[src/rtl/ptw_pkg.sv]
package ptw_pkg;

    typedef enum logic [2:0] {
        ST_IDLE     = 3'd0,
        ST_DIR_REQ  = 3'd1,
        ST_DIR_WAIT = 3'd2,
        ST_TBL_REQ  = 3'd3,
        ST_TBL_WAIT = 3'd4,
        ST_DONE     = 3'd5,
        ST_FAULT    = 3'd6
    } walk_state_e;

    typedef enum logic {
        LVL_DIR = 1'b0,
        LVL_TBL = 1'b1
    } walk_level_e;

endpackage

[src/rtl/ptw_root_reg.sv]
module ptw_root_reg #(
    parameter int AW    = 32,
    parameter int OFS_W = 12
) (
    input  logic                clk,
    input  logic                rst_n,
    input  logic                ld,
    input  logic [AW-1:0]       din,
    output logic [AW-OFS_W-1:0] frame
);
    localparam int FRAME_W = AW - OFS_W;

    logic unused_low_bits;
    assign unused_low_bits = ^din[OFS_W-1:0];

    always_ff @(posedge clk or negedge rst_n) begin
        if (!rst_n) begin
            frame <= '0;
        end else if (ld) begin
            frame <= din[AW-1 -: FRAME_W];
        end
    end
endmodule

[src/rtl/ptw_addr_gen.sv]
module ptw_addr_gen #(
    parameter int AW       = 32,
    parameter int DIR_W    = 10,
    parameter int TBL_W    = 10,
    parameter int OFS_W    = 12,
    parameter int ENT_LOG2 = 2
) (
    input  logic [AW-OFS_W-1:0] dir_frame,
    input  logic [AW-OFS_W-1:0] tbl_frame,
    input  logic [AW-1:0]       lin,
    input  logic [AW-1:0]       ent,
    output logic [AW-1:0]       dir_ent_addr,
    output logic [AW-1:0]       tbl_ent_addr,
    output logic [AW-1:0]       pa_small,
    output logic [AW-1:0]       pa_large
);
    localparam int BIG_OFS_W = TBL_W + OFS_W;

    logic [DIR_W-1:0] dir_idx;
    logic [TBL_W-1:0] tbl_idx;
    logic             unused_ent_low;

    assign dir_idx = lin[AW-1 -: DIR_W];
    assign tbl_idx = lin[OFS_W +: TBL_W];
    assign unused_ent_low = ^ent[OFS_W-1:0];

    always_comb begin
        dir_ent_addr = {dir_frame, {OFS_W{1'b0}}} + (AW'(dir_idx) << ENT_LOG2);
        tbl_ent_addr = {tbl_frame, {OFS_W{1'b0}}} + (AW'(tbl_idx) << ENT_LOG2);
        pa_small     = {ent[AW-1:OFS_W], lin[OFS_W-1:0]};
        pa_large     = {ent[AW-1:BIG_OFS_W], lin[BIG_OFS_W-1:0]};
    end
endmodule

[src/rtl/ptw_fsm.sv]
module ptw_fsm
    import ptw_pkg::*;
#(
    parameter int AW          = 32,
    parameter int OFS_W       = 12,
    parameter int PRESENT_BIT = 0,
    parameter int LARGE_BIT   = 7
) (
    input  logic                clk,
    input  logic                rst_n,
    input  logic                req_valid,
    input  logic [AW-1:0]       req_addr,
    output logic                req_ready,
    input  logic [AW-OFS_W-1:0] root_frame,
    input  logic                large_en,
    output logic                mem_rd_en,
    output logic [AW-1:0]       mem_rd_addr,
    input  logic                mem_rd_valid,
    input  logic [AW-1:0]       mem_rd_data,
    input  logic [AW-1:0]       dir_ent_addr,
    input  logic [AW-1:0]       tbl_ent_addr,
    input  logic [AW-1:0]       pa_small,
    input  logic [AW-1:0]       pa_large,
    output logic [AW-1:0]       lin_q,
    output logic [AW-OFS_W-1:0] dir_frame_q,
    output logic [AW-OFS_W-1:0] tbl_frame_q,
    output logic                done_valid,
    output logic [AW-1:0]       done_paddr,
    output logic                fault_valid,
    output logic [AW-1:0]       fault_addr,
    output logic                fault_level
);
    walk_state_e state, nxt;
    walk_level_e lvl_q;
    logic [AW-1:0] pa_q;
    logic          pse_q;
    logic          ent_present;
    logic          ent_large;

    assign ent_present = mem_rd_data[PRESENT_BIT];
    assign ent_large   = pse_q && mem_rd_data[LARGE_BIT];

    // State register
    always_ff @(posedge clk or negedge rst_n) begin
        if (!rst_n) begin
            state <= ST_IDLE;
        end else begin
            state <= nxt;
        end
    end

    // Transitions
    always_comb begin
        nxt = state;
        unique case (state)
            ST_IDLE:     if (req_valid) nxt = ST_DIR_REQ;
            ST_DIR_REQ:  nxt = ST_DIR_WAIT;
            ST_DIR_WAIT: begin
                if (mem_rd_valid) begin
                    if (!ent_present)   nxt = ST_FAULT;
                    else if (ent_large) nxt = ST_DONE;
                    else                nxt = ST_TBL_REQ;
                end
            end
            ST_TBL_REQ:  nxt = ST_TBL_WAIT;
            ST_TBL_WAIT: begin
                if (mem_rd_valid) nxt = ent_present ? ST_DONE : ST_FAULT;
            end
            ST_DONE:     nxt = ST_IDLE;
            ST_FAULT:    nxt = ST_IDLE;
            default:     nxt = ST_IDLE;
        endcase
    end

    // Walk context
    always_ff @(posedge clk or negedge rst_n) begin
        if (!rst_n) begin
            lin_q       <= '0;
            dir_frame_q <= '0;
            tbl_frame_q <= '0;
            pse_q       <= 1'b0;
            pa_q        <= '0;
            lvl_q       <= LVL_DIR;
        end else begin
            unique case (state)
                ST_IDLE: begin
                    if (req_valid) begin
                        lin_q       <= req_addr;
                        dir_frame_q <= root_frame;
                        pse_q       <= large_en;
                    end
                end
                ST_DIR_WAIT: begin
                    if (mem_rd_valid) begin
                        tbl_frame_q <= mem_rd_data[AW-1:OFS_W];
                        if (!ent_present)   lvl_q <= LVL_DIR;
                        else if (ent_large) pa_q  <= pa_large;
                    end
                end
                ST_TBL_WAIT: begin
                    if (mem_rd_valid) begin
                        if (ent_present) pa_q  <= pa_small;
                        else             lvl_q <= LVL_TBL;
                    end
                end
                default: ;
            endcase
        end
    end

    // Outputs
    always_comb begin
        req_ready   = (state == ST_IDLE);
        mem_rd_en   = 1'b0;
        mem_rd_addr = '0;
        unique case (state)
            ST_DIR_REQ: begin
                mem_rd_en   = 1'b1;
                mem_rd_addr = dir_ent_addr;
            end
            ST_TBL_REQ: begin
                mem_rd_en   = 1'b1;
                mem_rd_addr = tbl_ent_addr;
            end
            default: ;
        endcase
        done_valid  = (state == ST_DONE);
        done_paddr  = pa_q;
        fault_valid = (state == ST_FAULT);
        fault_addr  = lin_q;
        fault_level = (lvl_q == LVL_TBL);
    end
endmodule

[src/rtl/pt_walker.sv]
module pt_walker #(
    parameter int AW          = 32,
    parameter int DIR_W       = 10,
    parameter int TBL_W       = 10,
    parameter int OFS_W       = 12,
    parameter int ENT_LOG2    = 2,
    parameter int PRESENT_BIT = 0,
    parameter int LARGE_BIT   = 7
) (
    input  logic          clk,
    input  logic          rst_n,
    input  logic          root_ld,
    input  logic [AW-1:0] root_base_in,
    input  logic          large_pg_en,
    input  logic          req_valid,
    input  logic [AW-1:0] req_addr,
    output logic          req_ready,
    output logic          mem_rd_en,
    output logic [AW-1:0] mem_rd_addr,
    input  logic          mem_rd_valid,
    input  logic [AW-1:0] mem_rd_data,
    output logic          done_valid,
    output logic [AW-1:0] done_paddr,
    output logic          fault_valid,
    output logic [AW-1:0] fault_addr,
    output logic          fault_level
);
    localparam int FRAME_W = AW - OFS_W;

    logic [FRAME_W-1:0] root_frame;
    logic [FRAME_W-1:0] dir_frame_q;
    logic [FRAME_W-1:0] tbl_frame_q;
    logic [AW-1:0]      lin_q;
    logic [AW-1:0]      dir_ent_addr;
    logic [AW-1:0]      tbl_ent_addr;
    logic [AW-1:0]      pa_small;
    logic [AW-1:0]      pa_large;

    ptw_root_reg #(.AW(AW), .OFS_W(OFS_W)) root_i (
        .clk   (clk),
        .rst_n (rst_n),
        .ld    (root_ld),
        .din   (root_base_in),
        .frame (root_frame)
    );

    ptw_addr_gen #(
        .AW(AW), .DIR_W(DIR_W), .TBL_W(TBL_W), .OFS_W(OFS_W), .ENT_LOG2(ENT_LOG2)
    ) agen_i (
        .dir_frame    (dir_frame_q),
        .tbl_frame    (tbl_frame_q),
        .lin          (lin_q),
        .ent          (mem_rd_data),
        .dir_ent_addr (dir_ent_addr),
        .tbl_ent_addr (tbl_ent_addr),
        .pa_small     (pa_small),
        .pa_large     (pa_large)
    );

    ptw_fsm #(
        .AW(AW), .OFS_W(OFS_W), .PRESENT_BIT(PRESENT_BIT), .LARGE_BIT(LARGE_BIT)
    ) fsm_i (
        .clk          (clk),
        .rst_n        (rst_n),
        .req_valid    (req_valid),
        .req_addr     (req_addr),
        .req_ready    (req_ready),
        .root_frame   (root_frame),
        .large_en     (large_pg_en),
        .mem_rd_en    (mem_rd_en),
        .mem_rd_addr  (mem_rd_addr),
        .mem_rd_valid (mem_rd_valid),
        .mem_rd_data  (mem_rd_data),
        .dir_ent_addr (dir_ent_addr),
        .tbl_ent_addr (tbl_ent_addr),
        .pa_small     (pa_small),
        .pa_large     (pa_large),
        .lin_q        (lin_q),
        .dir_frame_q  (dir_frame_q),
        .tbl_frame_q  (tbl_frame_q),
        .done_valid   (done_valid),
        .done_paddr   (done_paddr),
        .fault_valid  (fault_valid),
        .fault_addr   (fault_addr),
        .fault_level  (fault_level)
    );
endmodule

[config.mk]
export PLATFORM = sky130hd
export DESIGN_NAME = pt_walker
export DESIGN_NICKNAME = d
export VERILOG_FILES = /design/src/rtl/ptw_pkg.sv /design/src/rtl/ptw_root_reg.sv /design/src/rtl/ptw_addr_gen.sv /design/src/rtl/ptw_fsm.sv /design/src/rtl/pt_walker.sv
export SDC_FILE = /design/constraint.sdc
export NUM_CORES = 1
export LEC_CHECK = 0
export BUFFER_PORTS_ARGS = -buffer_cell sky130_fd_sc_hd__buf_4
export CAP_MARGIN = 10
export CORE_ASPECT_RATIO = 1.5
export CORE_MARGIN = 1.5
export CORE_UTILIZATION = 54
export DETAILED_ROUTE_END_ITERATION = 16
export PLACE_DENSITY = 0.85
export SLEW_MARGIN = 10
export SYNTH_ARGS = -nofsm -noshare
export SYNTH_HDL_FRONTEND = slang
export SYNTH_SLANG_ARGS = --single-unit
export TNS_END_PERCENT = 100
[constraint.sdc]
create_clock -name clk -period 4.9 [get_ports clk]
set_input_delay 0.49 -clock clk [delete_from_list [all_inputs] [get_ports clk]]
set_output_delay 0.49 -clock clk [all_outputs]
set_load 0.05 [all_outputs]
After elaboration in Yosys (flattened, before gate mapping)
Cells that the tools add are included.
{"block": "word_totals", "regBits": 129, "in_bits": 102, "output_inout_bits": 101, "elab_cells": 53}
{"block": "op_classes", "addsub": 2, "n_eq_ne": 14, "mux": 20, "reduce_logical": 9}
{"op": "32-bit two-way mux", "count": 5}
{"op": "32-bit one-hot mux with 2 select lines", "count": 2}
{"op": "32-bit by 12-bit adder with 32-bit output", "count": 2}
{"op": "3-bit two-way mux", "count": 5}
{"op": "3-bit one-hot mux with 5 select lines", "count": 1}
{"op": "2-bit inequality test, second input constant", "count": 7}
{"op": "3-bit == test, second input constant", "count": 3}
{"op": "3-bit by 2-bit == test with 1-bit output, second input constant", "count": 2}
{"op": "6-bit AND reduction", "count": 1}
{"op": "1-bit two-way mux", "count": 5}
{"op": "5-bit AND reduction", "count": 1}
{"op": "2-bit AND reduction", "count": 2}
{"op": "3-bit by 1-bit == test with 1-bit output, second input constant", "count": 1}
{"op": "3-bit zero test", "count": 1}
{"op": "3-bit AND reduction", "count": 1}
{"op": "2-bit two-way mux", "count": 1}
{"op": "2-bit by 1-bit inequality test with 1-bit output, second input constant", "count": 1}
{"op": "1-bit one-hot mux with 2 select lines", "count": 1}
{"op": "2-bit nonzero test", "count": 1}
{"op": "2-bit OR reduction", "count": 1}
{"op": "1-bit logical AND", "count": 1}

Depth between registers and ports, before layout
{"block": "depth", "word_depth": 5, "depth_mapped": 5, "ltp_nobuf": 4}

Cells and area by module
A second synthesis with hierarchy kept.
{"block": "unflattened", "hier_cells": 569, "hier_area_um2": 7133.1}
{"mod": "ptw_fsm", "instances": 1, "cells_each": 398, "area_per_inst_um2": 5345.1, "seq_area_each_um2": 2727.6}
{"mod": "ptw_addr_gen", "instances": 1, "cells_each": 129, "area_per_inst_um2": 964.7, "seq_area_each_um2": 0.0}
{"mod": "ptw_root_reg", "instances": 1, "cells_each": 42, "area_per_inst_um2": 823.3, "seq_area_each_um2": 500.5}

Worst setup path before layout
No wires, ideal clock.
{"block": "synth_timing", "kind": "register -> output", "startpoint": "register fsm_i.state[1]", "endpoint": "output port req_ready", "t_arrival_ns": 1.858, "t_required_ns": 4.410, "setup_slack_ns": 2.552, "path_stages_with_launch": 4, "n_path_buf": 2, "cell_sequence": "dfrtp_1 > buf_6 > buf_2 > nor3_1"}
{"block": "synth_via", "elab_chain_len": 1}
{"item": "from (decl)", "line_no": "ptw_fsm.sv:33", "source": "walk_state_e state, nxt;"}
{"item": "from (signal assigned)", "line_no": "ptw_fsm.sv:48", "source": "state <= nxt;"}
{"item": "3-bit zero test", "line_no": "ptw_fsm.sv:113", "source": "req_ready = (state == ST_IDLE);"}
{"item": "to (decl)", "line_no": "pt_walker.sv:17", "source": "output logic req_ready,"}
Every way passes these cells.

Worst setup path after layout
{"block": "layout_timing", "startpoint": "register fsm_i.state[1]", "endpoint": "output port mem_rd_addr[20]"}
{"block": "layout_via", "elab_chain_len": 2, "word_cells_on_any_way": 3, "classes_between": "eq/ne (2); mux (1)"}
{"item": "3-bit by 2-bit == test with 1-bit output / 3-bit by 1-bit == test with 1-bit output (equally long branches)", "line_no": "ptw_fsm.sv:116", "source": "unique case (state)"}
{"item": "32-bit one-hot mux with 2 select lines *", "line_no": "ptw_fsm.sv:116"}
{"item": "to (decl)", "line_no": "pt_walker.sv:19", "source": "output logic [AW-1:0] mem_rd_addr,"}
Every way passes the cells marked *; elsewhere a longest branch is shown, timed or not.

==> results.md <==
- Status: complete, no violations
- Slowest stage delay, CP: 0.53 ns
- Initial antenna violation count: 0
- Yosys warnings: 0
- WP data required: 4.41 ns
- Die area: 11,180 sq um
- Filler cells: 687
- Core Rows: 45
- Routed length per instance: 17.75 um
- Max clock buf depth: 2
- Pre-antenna DRT Iters: 4
- PortBufs: 178
- Worst path cell trace: buf_4, mux2i_1, nor2_1, buf_4
- CORE AREA: 10,190 sq um
- CTS tree: built
- Max Cap Viol: 0
- Final wirelength: 12,730 um
- Starting Density: 55.86%
- Growth of design area from synthesis to finish: 33.45%
- Most frequent cells in the layout: buf_4, mux2_2, dfrtp_1
- Largest net degree at the start of global routing: 64
- Worst vdd ir: 657.5 uV
- TNS Setup: 0 ns
- Clock tree root buffer cell: clkbuf_16
- Slew @ Worst Pin: 1.062 ns
- Post-Synth Adder-Cell Area: 0%
- Initial DRC Count: 225
- Top Ports: 203
- DP Wirelength: 8837 um
- Post-CTS sizing: 0
- Dpl ws: 2.335 ns
- ANT cells: 0
- #FFs+latches synth: 129
- Crit path kind: flop to primary output
- Max Fclk: 0.3959 GHz
- Die X: 86.84 um
- Overall power: 6320 uW
- GR Overflow Total: 0
- Sequential fraction of the synthesis area: 56.70%
- LEAKAGE: 0.003540 uW
- Reg clk slew, reported paths: 0.06 ns
- GRT Resource Usage Total: 24.18%
- Synth Area in Simple Gates: 4.352%
- Via Count: 3,769
- Crit-path max FO: 30
- Synth unique cells: 29
- Post-route ant nets: 0
- Syn Area/Cell: 14.20 sq um
- Mapped Cells: 401
- Placer Congestion: 0.8923
- Tcrit/Tclk final: 51.55%
- CP arrival: 2.04 ns
- H-Tree Depth: 4
- Vias in the first global route: 4,144
- Layout cell share with drive strength beyond 1: 62.15%
- Num CTS Buffers: 17
- Final setup viols: 0
- Vias/cell: 5.257
- Die Height: 128.8 um
- Worst setup margin: 2.374 ns
- RSZ-0062 raised after global routing: false
- Startpoint types: flop
- Worst-Skew Late Latency: 0.41 ns
- CP most frequent cell: buf_4
- Power Density: 831.9 nW/um^2
- Clk sinks: 129
- Clock skew: 0.009776 ns
- Hold/Removal Path Class: primary input to flop
- Final Hold Viols: 0
- Final Max Tran Viols: 0
- Slew HR: 28.92%
- DRC errors left: 0
- Hold_ws: 0.3112 ns
- Compound-Gate Fraction of Synth Area: 1.319%
- Netlist Area Pre-Place: 5693 sq um
- Nets: 665
- First-pass GRT wire length: 20,190 um
- Main combinational cell family by area after synthesis: multiplexers
- Mux share of post-synthesis cell area: 31.98%
- Crit path time final: 2.526 ns
- Final Util: 74.55%
- Commonest non-fill, non-tap cell in the layout: buf_4
- Critical-path top delay cell: buf_4
- Synth Area in XOR/XNOR: 0%
- Critical Path Sink Type: primary output
per-layer routing:
layer | part of all wire, % | global-route usage [%] | vias up
met5 | 0 | 0 | -
met4 | 3.4 | 11.01 | 0
met3 | 5.5 | 6.735 | 31
met2 | 56 | 44.05 | 140
met1 | 35 | 25.41 | 1899
li1 | - | - | 1699
power breakdown:
group	internal (uW)	switching (uW)	leakage, uW
registers	1540	334	0.00153
logic	1170	1990	0.00171
clock network	841	453	0.000295
total	3550	2770	0.00354
cells by family after synthesis:
family,after synthesis
multiplexers,165
flip-flops,129
AND/OR/NAND/NOR,50
buffers and inverters,47
AO/OA/AOI/OAI,9
other,1
cell type report:
class | instances | area [sq um] | area share [%]
Sequential cell | 129 | 3229 | 42.51
Multi-Input combinational cell | 226 | 2158 | 28.41
Timing Repair Buffer | 186 | 1399 | 18.41
Clock buffer | 20 | 466.7 | 6.143
Tap cell | 141 | 176.4 | 2.322
Clock inverter | 12 | 156.4 | 2.059
Inverter | 3 | 11.26 | 0.1482
worst max-delay path: cells and delay by family (launching register included):
family	cells	cell delay, ns
AND/OR/NAND/NOR	1	0.06
buffers and inverters	2	0.73
flip-flops	1	0.51
multiplexers	1	0.31
synth_stat cells, drive strengths merged:
cell	instances	area share (%)
a211oi	1	0.35
a21bo	1	0.18
a21oi	2	0.18
and3	1	0.11
buf	38	5.0
clkbuf	6	0.42
conb	1	0.066
dfrtp	129	57
inv	3	0.20
mux2	135	27
mux2i	30	5.3
nand2	2	0.13
nand2b	5	0.55
nand3	1	0.088
nand4b	1	0.42
nor2	36	2.4
nor3	2	0.37
nor3b	1	0.13
nor4bb	1	0.18
o21a	1	0.13
o21ai	1	0.088
o22ai	1	0.11
o31ai	1	0.13
o32ai	1	0.15
state kept, by name, indices dropped and copies added, names as in the netlist:
register	count
fsm_i.tbl_frame_q	20
fsm_i.fault_addr	32
fsm_i.pse_q	1
root_i.frame	20
fsm_i.state	3
fsm_i.fault_level	1
fsm_i.dir_frame_q	20
fsm_i.done_paddr	32
timing repair:
action,CTS,global route
setup buffers,0,0
hold endpoints to repair,14,0
hold buffers,1,0
through the flow:
| step | std cells | cell area [sq um] |
|---|---|---|
| after floorplan | 402 | 5697 |
| after global placement | 684 | 6964 |
| after global routing | 717 | 7597 |
| after detailed placement | 684 | 6964 |
| after CTS | 717 | 7597 |
| final | 717 | 7597 |
worst paths after layout:
check | startpoint | end | slack [ns] | depth (start not counted)
hold reg to reg | root_i.frame[1] | fsm_i.dir_frame_q[1] | 0.50 | 1
setup / recovery | fsm_i.state[1] | mem_rd_addr[20] | 2.37 | 4
setup reg to reg | fsm_i.state[0] | fsm_i.done_paddr[31] | 2.39 | 4
max in group asynchronous | rst_n | fsm_i.state[1] | 3.38 | 3
hold / removal | req_addr[18] | fsm_i.fault_addr[18] | 0.31 | 2
min in group asynchronous | rst_n | fsm_i.fault_level | 0.48 | 2
(Power assumes the default switching activity.)
